==> src/rtl/twp_pkg.sv <==
package twp_pkg;

  // Kind of a word on the merged output stream.
  typedef enum logic [1:0] {
    KIND_NONE = 2'b00,
    KIND_HDR  = 2'b01,
    KIND_HIT  = 2'b10,
    KIND_EOP  = 2'b11
  } word_kind_e;

  // Per-lane framing state.
  typedef enum logic [1:0] {
    LS_IDLE,
    LS_HDR,
    LS_BODY,
    LS_EOP
  } lane_state_e;

endpackage

==> src/rtl/twp_window.sv <==
// Window bookkeeping: holds the open window start and decides when it
// lies far enough behind system time to be packed.
module twp_window #(
  parameter int TS_W       = 16,
  parameter int WIN_W      = 100,
  parameter int SAFE_DELAY = 500,
  parameter int WIN_START  = 400
) (
  input  logic            clk,
  input  logic            rst_n,
  input  logic [TS_W-1:0] sys_time,
  input  logic            merge_done,
  output logic [TS_W-1:0] win_start,
  output logic [TS_W-1:0] win_end,
  output logic            collecting,
  output logic            close_now
);

  localparam logic [TS_W-1:0] STEP  = TS_W'(WIN_W);
  localparam logic [TS_W-1:0] DELAY = TS_W'(SAFE_DELAY);
  localparam logic [TS_W-1:0] FIRST = TS_W'(WIN_START);

  logic [TS_W-1:0] start_n;
  logic            coll_n;
  logic            adv_en;
  logic [TS_W-1:0] close_at;

  assign win_end   = win_start + STEP;
  assign close_at  = win_end + DELAY;
  assign close_now = collecting && (sys_time >= close_at);

  always_comb begin
    adv_en  = !collecting && merge_done;
    start_n = win_start + STEP;
    coll_n  = collecting;
    if (close_now) begin
      coll_n = 1'b0;
    end else if (adv_en) begin
      coll_n = 1'b1;
    end
  end

  always_ff @(posedge clk or negedge rst_n) begin
    if (!rst_n) begin
      win_start  <= FIRST;
      collecting <= 1'b1;
    end else begin
      if (adv_en) begin
        win_start <= start_n;
      end
      collecting <= coll_n;
    end
  end

endmodule

==> src/rtl/twp_lane.sv <==
// One hit lane: classifies incoming hits against the open window, buffers
// in-window hits, and frames them into a header / hits / end-of-packet
// packet once the window closes.
module twp_lane
  import twp_pkg::*;
#(
  parameter int TS_W   = 16,
  parameter int DATA_W = 16,
  parameter int DEPTH  = 8   // power of two, at least 2
) (
  input  logic              clk,
  input  logic              rst_n,
  input  logic              hit_valid,
  input  logic [TS_W-1:0]   hit_ts,
  input  logic [DATA_W-1:0] hit_data,
  output logic              hit_ready,
  output logic              drop,
  input  logic [TS_W-1:0]   win_start,
  input  logic [TS_W-1:0]   win_end,
  input  logic              collecting,
  input  logic              close_now,
  input  logic              pk_pop,
  output logic              pk_valid,
  output logic [1:0]        pk_kind,
  output logic [TS_W-1:0]   pk_ts,
  output logic [DATA_W-1:0] pk_data
);

  localparam int              AW       = $clog2(DEPTH);
  localparam logic [AW:0]     FULL_LVL = (AW+1)'(DEPTH);
  localparam logic [AW:0]     ONE_LVL  = (AW+1)'(1);

  logic [TS_W-1:0]   mem_ts   [DEPTH];
  logic [DATA_W-1:0] mem_data [DEPTH];
  logic [AW-1:0]     wr_ptr, rd_ptr;
  logic [AW:0]       level, level_n;
  lane_state_e       state, state_n;

  logic is_old, is_new, in_win, open_win, full, empty;
  logic push, pop_fifo;

  always_comb begin
    is_old   = hit_ts < win_start;
    is_new   = hit_ts >= win_end;
    in_win   = !is_old && !is_new;
    open_win = collecting && !close_now && (state == LS_IDLE);
    full     = (level == FULL_LVL);
    empty    = (level == '0);
    push     = hit_valid && open_win && in_win && !full;
    pop_fifo = pk_pop && (state == LS_BODY);
  end

  assign hit_ready = open_win && (is_old || (in_win && !full));
  assign drop      = hit_valid && open_win && is_old;

  // Framing next state.
  always_comb begin
    state_n = state;
    unique case (state)
      LS_IDLE: if (close_now) state_n = LS_HDR;
      LS_HDR:  if (pk_pop)    state_n = empty ? LS_EOP : LS_BODY;
      LS_BODY: if (pk_pop && (level == ONE_LVL)) state_n = LS_EOP;
      LS_EOP:  if (pk_pop)    state_n = LS_IDLE;
      default:                state_n = LS_IDLE;
    endcase
  end

  always_comb begin
    level_n = level;
    if (push) begin
      level_n = level + ONE_LVL;
    end else if (pop_fifo) begin
      level_n = level - ONE_LVL;
    end
  end

  // Packet word presented to the merger.
  always_comb begin
    pk_valid = (state != LS_IDLE);
    pk_kind  = KIND_NONE;
    pk_ts    = win_start;
    pk_data  = '0;
    unique case (state)
      LS_HDR:  pk_kind = KIND_HDR;
      LS_BODY: begin
        pk_kind = KIND_HIT;
        pk_ts   = mem_ts[rd_ptr];
        pk_data = mem_data[rd_ptr];
      end
      LS_EOP:  pk_kind = KIND_EOP;
      default: pk_kind = KIND_NONE;
    endcase
  end

  // Hit storage, no reset on the array.
  always_ff @(posedge clk) begin
    if (push) begin
      mem_ts[wr_ptr]   <= hit_ts;
      mem_data[wr_ptr] <= hit_data;
    end
  end

  always_ff @(posedge clk or negedge rst_n) begin
    if (!rst_n) begin
      wr_ptr <= '0;
      rd_ptr <= '0;
      level  <= '0;
      state  <= LS_IDLE;
    end else begin
      if (push) begin
        wr_ptr <= wr_ptr + 1'b1;
      end
      if (pop_fifo) begin
        rd_ptr <= rd_ptr + 1'b1;
      end
      level <= level_n;
      state <= state_n;
    end
  end

endmodule

==> src/rtl/twp_merge.sv <==
// Lane-ordered merger: forwards the packet of the current lane word by
// word, steps to the next lane on end-of-packet, and signals completion
// after the last lane's end-of-packet.
module twp_merge
  import twp_pkg::*;
#(
  parameter int NUM_LANES = 4,
  parameter int TS_W      = 16,
  parameter int DATA_W    = 16
) (
  input  logic                               clk,
  input  logic                               rst_n,
  input  logic [NUM_LANES-1:0]               pk_valid,
  input  logic [NUM_LANES-1:0][1:0]          pk_kind,
  input  logic [NUM_LANES-1:0][TS_W-1:0]     pk_ts,
  input  logic [NUM_LANES-1:0][DATA_W-1:0]   pk_data,
  output logic [NUM_LANES-1:0]               pk_pop,
  input  logic                               out_ready,
  output logic                               out_valid,
  output logic [1:0]                         out_kind,
  output logic [$clog2(NUM_LANES)-1:0]       out_lane,
  output logic [TS_W-1:0]                    out_ts,
  output logic [DATA_W-1:0]                  out_data,
  output logic                               merge_done
);

  localparam int            LW   = $clog2(NUM_LANES);
  localparam logic [LW-1:0] LAST = LW'(NUM_LANES - 1);

  logic [LW-1:0] cur, cur_n;
  logic          fire, eop_fire, cur_en;

  always_comb begin
    out_valid = pk_valid[cur];
    out_kind  = pk_kind[cur];
    out_ts    = pk_ts[cur];
    out_data  = pk_data[cur];
    out_lane  = cur;
    fire      = out_valid && out_ready;
    eop_fire  = fire && (out_kind == KIND_EOP);
    merge_done = eop_fire && (cur == LAST);
    cur_en    = eop_fire;
    cur_n     = (cur == LAST) ? '0 : cur + 1'b1;
  end

  for (genvar g = 0; g < NUM_LANES; g++) begin : g_pop
    assign pk_pop[g] = fire && (cur == LW'(g));
  end

  always_ff @(posedge clk or negedge rst_n) begin
    if (!rst_n) begin
      cur <= '0;
    end else if (cur_en) begin
      cur <= cur_n;
    end
  end

endmodule

==> src/rtl/twp_drop_ctr.sv <==
// Saturating counter of stale hits, adding every lane's drop in a cycle.
module twp_drop_ctr #(
  parameter int NUM_LANES = 4,
  parameter int ERR_W     = 8
) (
  input  logic                 clk,
  input  logic                 rst_n,
  input  logic [NUM_LANES-1:0] drop,
  output logic [ERR_W-1:0]     count
);

  localparam int               SW  = ERR_W + $clog2(NUM_LANES + 1);
  localparam logic [ERR_W-1:0] MAX = '1;

  logic [SW-1:0]    sum;
  logic [ERR_W-1:0] count_n;
  logic             cnt_en;

  always_comb begin
    sum = SW'(count);
    for (int i = 0; i < NUM_LANES; i++) begin
      sum = sum + SW'(drop[i]);
    end
    count_n = (sum > SW'(MAX)) ? MAX : sum[ERR_W-1:0];
    cnt_en  = |drop;
  end

  always_ff @(posedge clk or negedge rst_n) begin
    if (!rst_n) begin
      count <= '0;
    end else if (cnt_en) begin
      count <= count_n;
    end
  end

endmodule

==> src/rtl/twp_packetizer.sv <==
// Top: time-window hit packetizer.
module twp_packetizer
  import twp_pkg::*;
#(
  parameter int NUM_LANES  = 4,
  parameter int TS_W       = 16,
  parameter int DATA_W     = 16,
  parameter int WIN_W      = 100,
  parameter int SAFE_DELAY = 500,
  parameter int WIN_START  = 400,
  parameter int LANE_DEPTH = 8,
  parameter int ERR_W      = 8
) (
  input  logic                          clk,
  input  logic                          rst_n,
  input  logic [TS_W-1:0]               sys_time,
  input  logic [NUM_LANES-1:0]          hit_valid,
  input  logic [NUM_LANES*TS_W-1:0]     hit_ts,
  input  logic [NUM_LANES*DATA_W-1:0]   hit_data,
  output logic [NUM_LANES-1:0]          hit_ready,
  input  logic                          out_ready,
  output logic                          out_valid,
  output logic [1:0]                    out_kind,
  output logic [$clog2(NUM_LANES)-1:0]  out_lane,
  output logic [TS_W-1:0]               out_ts,
  output logic [DATA_W-1:0]             out_data,
  output logic [ERR_W-1:0]              drop_count
);

  logic [TS_W-1:0] win_start, win_end;
  logic            collecting, close_now, merge_done;

  logic [NUM_LANES-1:0]             lane_drop;
  logic [NUM_LANES-1:0]             pk_valid, pk_pop;
  logic [NUM_LANES-1:0][1:0]        pk_kind;
  logic [NUM_LANES-1:0][TS_W-1:0]   pk_ts;
  logic [NUM_LANES-1:0][DATA_W-1:0] pk_data;

  twp_window #(
    .TS_W(TS_W), .WIN_W(WIN_W), .SAFE_DELAY(SAFE_DELAY), .WIN_START(WIN_START)
  ) u_window (
    .clk(clk), .rst_n(rst_n), .sys_time(sys_time), .merge_done(merge_done),
    .win_start(win_start), .win_end(win_end),
    .collecting(collecting), .close_now(close_now)
  );

  for (genvar g = 0; g < NUM_LANES; g++) begin : g_lane
    twp_lane #(.TS_W(TS_W), .DATA_W(DATA_W), .DEPTH(LANE_DEPTH)) u_lane (
      .clk(clk), .rst_n(rst_n),
      .hit_valid(hit_valid[g]),
      .hit_ts(hit_ts[g*TS_W +: TS_W]),
      .hit_data(hit_data[g*DATA_W +: DATA_W]),
      .hit_ready(hit_ready[g]),
      .drop(lane_drop[g]),
      .win_start(win_start), .win_end(win_end),
      .collecting(collecting), .close_now(close_now),
      .pk_pop(pk_pop[g]),
      .pk_valid(pk_valid[g]), .pk_kind(pk_kind[g]),
      .pk_ts(pk_ts[g]), .pk_data(pk_data[g])
    );
  end

  twp_merge #(.NUM_LANES(NUM_LANES), .TS_W(TS_W), .DATA_W(DATA_W)) u_merge (
    .clk(clk), .rst_n(rst_n),
    .pk_valid(pk_valid), .pk_kind(pk_kind), .pk_ts(pk_ts), .pk_data(pk_data),
    .pk_pop(pk_pop), .out_ready(out_ready),
    .out_valid(out_valid), .out_kind(out_kind), .out_lane(out_lane),
    .out_ts(out_ts), .out_data(out_data), .merge_done(merge_done)
  );

  twp_drop_ctr #(.NUM_LANES(NUM_LANES), .ERR_W(ERR_W)) u_drop (
    .clk(clk), .rst_n(rst_n), .drop(lane_drop), .count(drop_count)
  );

endmodule

==> config.mk <==
export PLATFORM = sky130hd
export DESIGN_NAME = twp_packetizer
export DESIGN_NICKNAME = d
export VERILOG_FILES = /design/src/rtl/twp_pkg.sv /design/src/rtl/twp_window.sv /design/src/rtl/twp_lane.sv /design/src/rtl/twp_merge.sv /design/src/rtl/twp_drop_ctr.sv /design/src/rtl/twp_packetizer.sv
export SDC_FILE = /design/constraint.sdc
export NUM_CORES = 1
export LEC_CHECK = 0
export BUFFER_PORTS_ARGS = -buffer_cell sky130_fd_sc_hd__clkbuf_2
export CELL_PAD_IN_SITES_DETAIL_PLACEMENT = 2
export CELL_PAD_IN_SITES_GLOBAL_PLACEMENT = 2
export CORE_MARGIN = 2
export CORE_UTILIZATION = 35
export DETAILED_ROUTE_END_ITERATION = 10
export PLACE_DENSITY = 0.63
export SETUP_SLACK_MARGIN = 0.5
export SLEW_MARGIN = 25
export SYNTH_ARGS = -nofsm -noshare
export SYNTH_HDL_FRONTEND = slang
export SYNTH_SLANG_ARGS = --single-unit
==> constraint.sdc <==
create_clock -name clk -period 11.6 [get_ports clk]
set_input_delay 2.32 -clock clk [delete_from_list [all_inputs] [get_ports clk]]
set_output_delay 2.32 -clock clk [all_outputs]
set_load 0.05 [all_outputs]
==> results.json <==
{
  "htreeDepth": 3,
  "cp_common_cell": "nand2_1",
  "wl_per_cell_um": 30.6,
  "hp-class": "flip-flop to flip-flop",
  "fmax_ghz": 0.114,
  "grt.overflow.total": 0,
  "grt_pass1_wl_um": 206000,
  "die_h_um": 372,
  "setup_tns_ns": 0,
  "synthCells": 2578,
  "rsz0062_at_grt": "no",
  "nNetsFinal": 3143,
  "post-route-min-period_ns": 8.77,
  "vias": 25413,
  "path_class": "flip-flop to primary output",
  "drv_cap": 0,
  "synth-seq-cells": 1097,
  "postCtsResizedCells": 0,
  "syn_to_final_growth_pct": 14.6,
  "grt_pass1_vias": 28668,
  "cp-start-kind": "flip-flop",
  "power.leakage_uw": 0.0178,
  "drive_gt1_share_pct": 25.7,
  "drt-initial-drc-count": 1807,
  "synth.area.top_cells": "edfxtp_1, mux4_2, ha_1",
  "worstPathBufferInverterCount": 2,
  "critPathRequiredTime_ns": 9.28,
  "drc_errors": 0,
  "clkLatencyLatePin_ns": 0.75,
  "cp-end-kind": "primary output",
  "placed_area_mm2": 0.0506,
  "synth_top_area_share_pct": 64.9,
  "synth.avg_cell_area_um2": 18.4,
  "synth_cell_type_count": 78,
  "fp.dieW_um": 372,
  "root_buffer": "clkbuf_16",
  "finalSetupViolCount": 0,
  "cp_top_family": "compound AO/OA/AOI/OAI gates",
  "finalClockSkew_ns": 0.0405,
  "synth_edf_count": 1024,
  "grt_antenna_before_repair": 19,
  "hold_buffers": 0,
  "grt_max_degree": 53,
  "synth_common_cells": "edfxtp_1, mux4_2, ha_1, mux2i_1, nor2_1",
  "hold_viol": 0,
  "multi_input_area_mm2": 0.0141,
  "cts.sinks": 1097,
  "peakVddDrop_v": 0.000113,
  "cp_max_fo": 16,
  "cp.arrival_ns": 6.45,
  "clockBufferDepth": 3,
  "crit_path_max_incr_delay_ns": 0.78,
  "io_pins": 200,
  "synthArstFlopShare_pct": 6.65,
  "worst_pin_slew_ns": 1.02,
  "ys_warn_count": 0,
  "track_usage_pct": 20.8,
  "ant_nets": 0,
  "drt_wl_total_um": 144000,
  "worstPathCellList": "ha_1, a211o_1, nand2_1, xnor2_1, inv_1, o21ai_0, nor3_1, xor2_1, ha_1, a21oi_1, nand2_1, a221oi_2, o21ai_0, nor2_1, nand2_1, a21oi_1, clkbuf_2",
  "fill_cells": 12769,
  "ys_seq_area_share_pct": 68.8,
  "post-synth-top-area-cell": "edfxtp_1",
  "gp_congestion": 0.852,
  "rows": 134,
  "vias_per_cell": 5.42,
  "worst_path_max_delay_cell": "dfrtp_1",
  "seq_area_mm2": 0.0326,
  "hpwlAfterDp_um": 95900,
  "io_buffers": 199,
  "status": "finished, final reports clean",
  "path_clk_slew_ns": 0.06,
  "drt_pass1_iterations": 5,
  "postCtsSetupBuffers": 0,
  "postLayoutCoreUtil_pct": 40.5,
  "numCtsBuffers": 116,
  "core_mm2": 0.134,
  "synth.most_common_cell": "edfxtp_1",
  "report.final.slew_viol_count": 0,
  "p_per_area_mw_per_mm2": 149,
  "slew_headroom_pct": 31.7,
  "die-area_mm2": 0.138,
  "synth_flop_cell": "edfxtp_1",
  "syn-num-nets": 2904,
  "initial_core_util_pct": 35.4,
  "fin_crit_sh_pct": 75.6,
  "design_area_mm2": 0.0542,
  "cts_tree": "yes",
  "netlist_area_mm2": 0.0473
}
-- worst register-to-register path, delay by kind of cell (launching register included) --
family | cells | cell delay, ns
xor+xnor | 2 | 0.88
buf+inv | 4 | 0.31
simple gates | 7 | 1.40
flops | 1 | 0.78
compound gates | 9 | 2.10
fa+ha+maj | 6 | 2.01
-- final cells by class --
| type | instances | area share (%) |
|---|---|---|
| inverter | 67 | 0.464 |
| clock buffer | 152 | 5.71 |
| timing repair buffer | 250 | 2.56 |
| tap | 1768 | 4.08 |
| sequential | 1097 | 60.1 |
| clock inverter | 60 | 0.964 |
| multi-input combinational | 1285 | 26.1 |
| antenna | 8 | 0.0369 |
-- report_power, final --
part / internal (uW) / switching (uW)
Clock: 2050 / 1570
Sequential: 4320 / 0
Combinational: 39.5 / 108
Total: 6410 / 1670
-- per-layer routing --
metal / GRT usage [%] / up-vias / routed length [um]
met5: 0 / - / 66
met4: 7.71 / 12 / 5190
met3: 3.67 / 190 / 6430
met2: 35.9 / 557 / 72500
met1: 26.3 / 13718 / 59300
li1: - / 10936 / -
-- cell usage in the layout, fill, tap and decap left out, types with 12 or more instances in the layout --
master	synthesis	routed
edfxtp_1	1024	1024
mux4_2	273	273
clkbuf_2	0	198
ha_1	173	173
mux2i_1	140	140
clkbuf_16	0	117
nor2_1	117	113
a21oi_1	111	111
nand2_1	80	78
inv_1	64	64
dfrtp_1	69	56
xnor2_1	52	52
buf_4	5	50
o21ai_0	36	36
clkbuf_1	60	31
clkinv_1	1	27
o21a_1	20	20
nand3_1	18	18
o22ai_1	18	18
o221ai_1	18	18
a31oi_1	17	17
xor2_1	16	16
nor3_1	24	16
clkinv_2	0	14
nand4_1	12	12
-- sequential cells by signal (all words and copies together), names as in the netlist, 2 cells and up --
| signal | cells |
|---|---|
| g_lane.u_lane.state | 8 |
| g_lane.u_lane.wr_ptr | 12 |
| g_lane.u_lane.rd_ptr | 12 |
| u_drop.count | 8 |
| g_lane.u_lane.level | 16 |
| u_merge.out_lane | 2 |
| g_lane.u_lane.mem_data | 512 |
| u_window.win_start | 14 |
| g_lane.u_lane.mem_ts | 512 |
-- kinds of logic after synthesis --
group	count (synthesis)	share of synthesized area, %
AOI/OAI and AO/OA	281	3.77
xor gates and xnor gates	68	1.26
adders and majority gates	176	4.68
buffers and inverters	196	1.74
DFF	1097	68.8
muxes	424	16.2
and+or+nand+nor	336	3.53
-- worst paths after layout --
path | from | endpoint | slack, ns | cells after the start
hold reg to reg | g_lane[2].u_lane.rd_ptr[2] | g_lane[2].u_lane.rd_ptr[2] | 0.48 | 1
setup reg to reg | u_window.win_start[2] | u_drop.count[2] | 4.07 | 28
max in group asynchronous | rst_n | g_lane[2].u_lane.rd_ptr[0] | 8.91 | 2
hold / removal | g_lane[2].u_lane.rd_ptr[2] | g_lane[2].u_lane.rd_ptr[2] | 0.48 | 1
min in group asynchronous | rst_n | g_lane[1].u_lane.state[1] | 1.48 | 1
setup / recovery | u_window.win_start[2] | hit_ready[1] | 2.83 | 17
-- stage by stage --
step | cells | power, uW | hold slack, ns | worst slack (ns)
final | 4687 | 8080 | 0.480 | 2.83
after global routing | 4685 | 8310 | 0.497 | 2.33
after CTS | 4679 | 8170 | 0.479 | 2.80
after detailed placement | 4467 | 4560 | 0.471 | 3.62
after global placement | 4467 | 4540 | 0.459 | 3.78
after floorplan | 2578 | 4440 | 0.463 | 3.47
No activity file was read; power rests on OpenSTA's default activity.
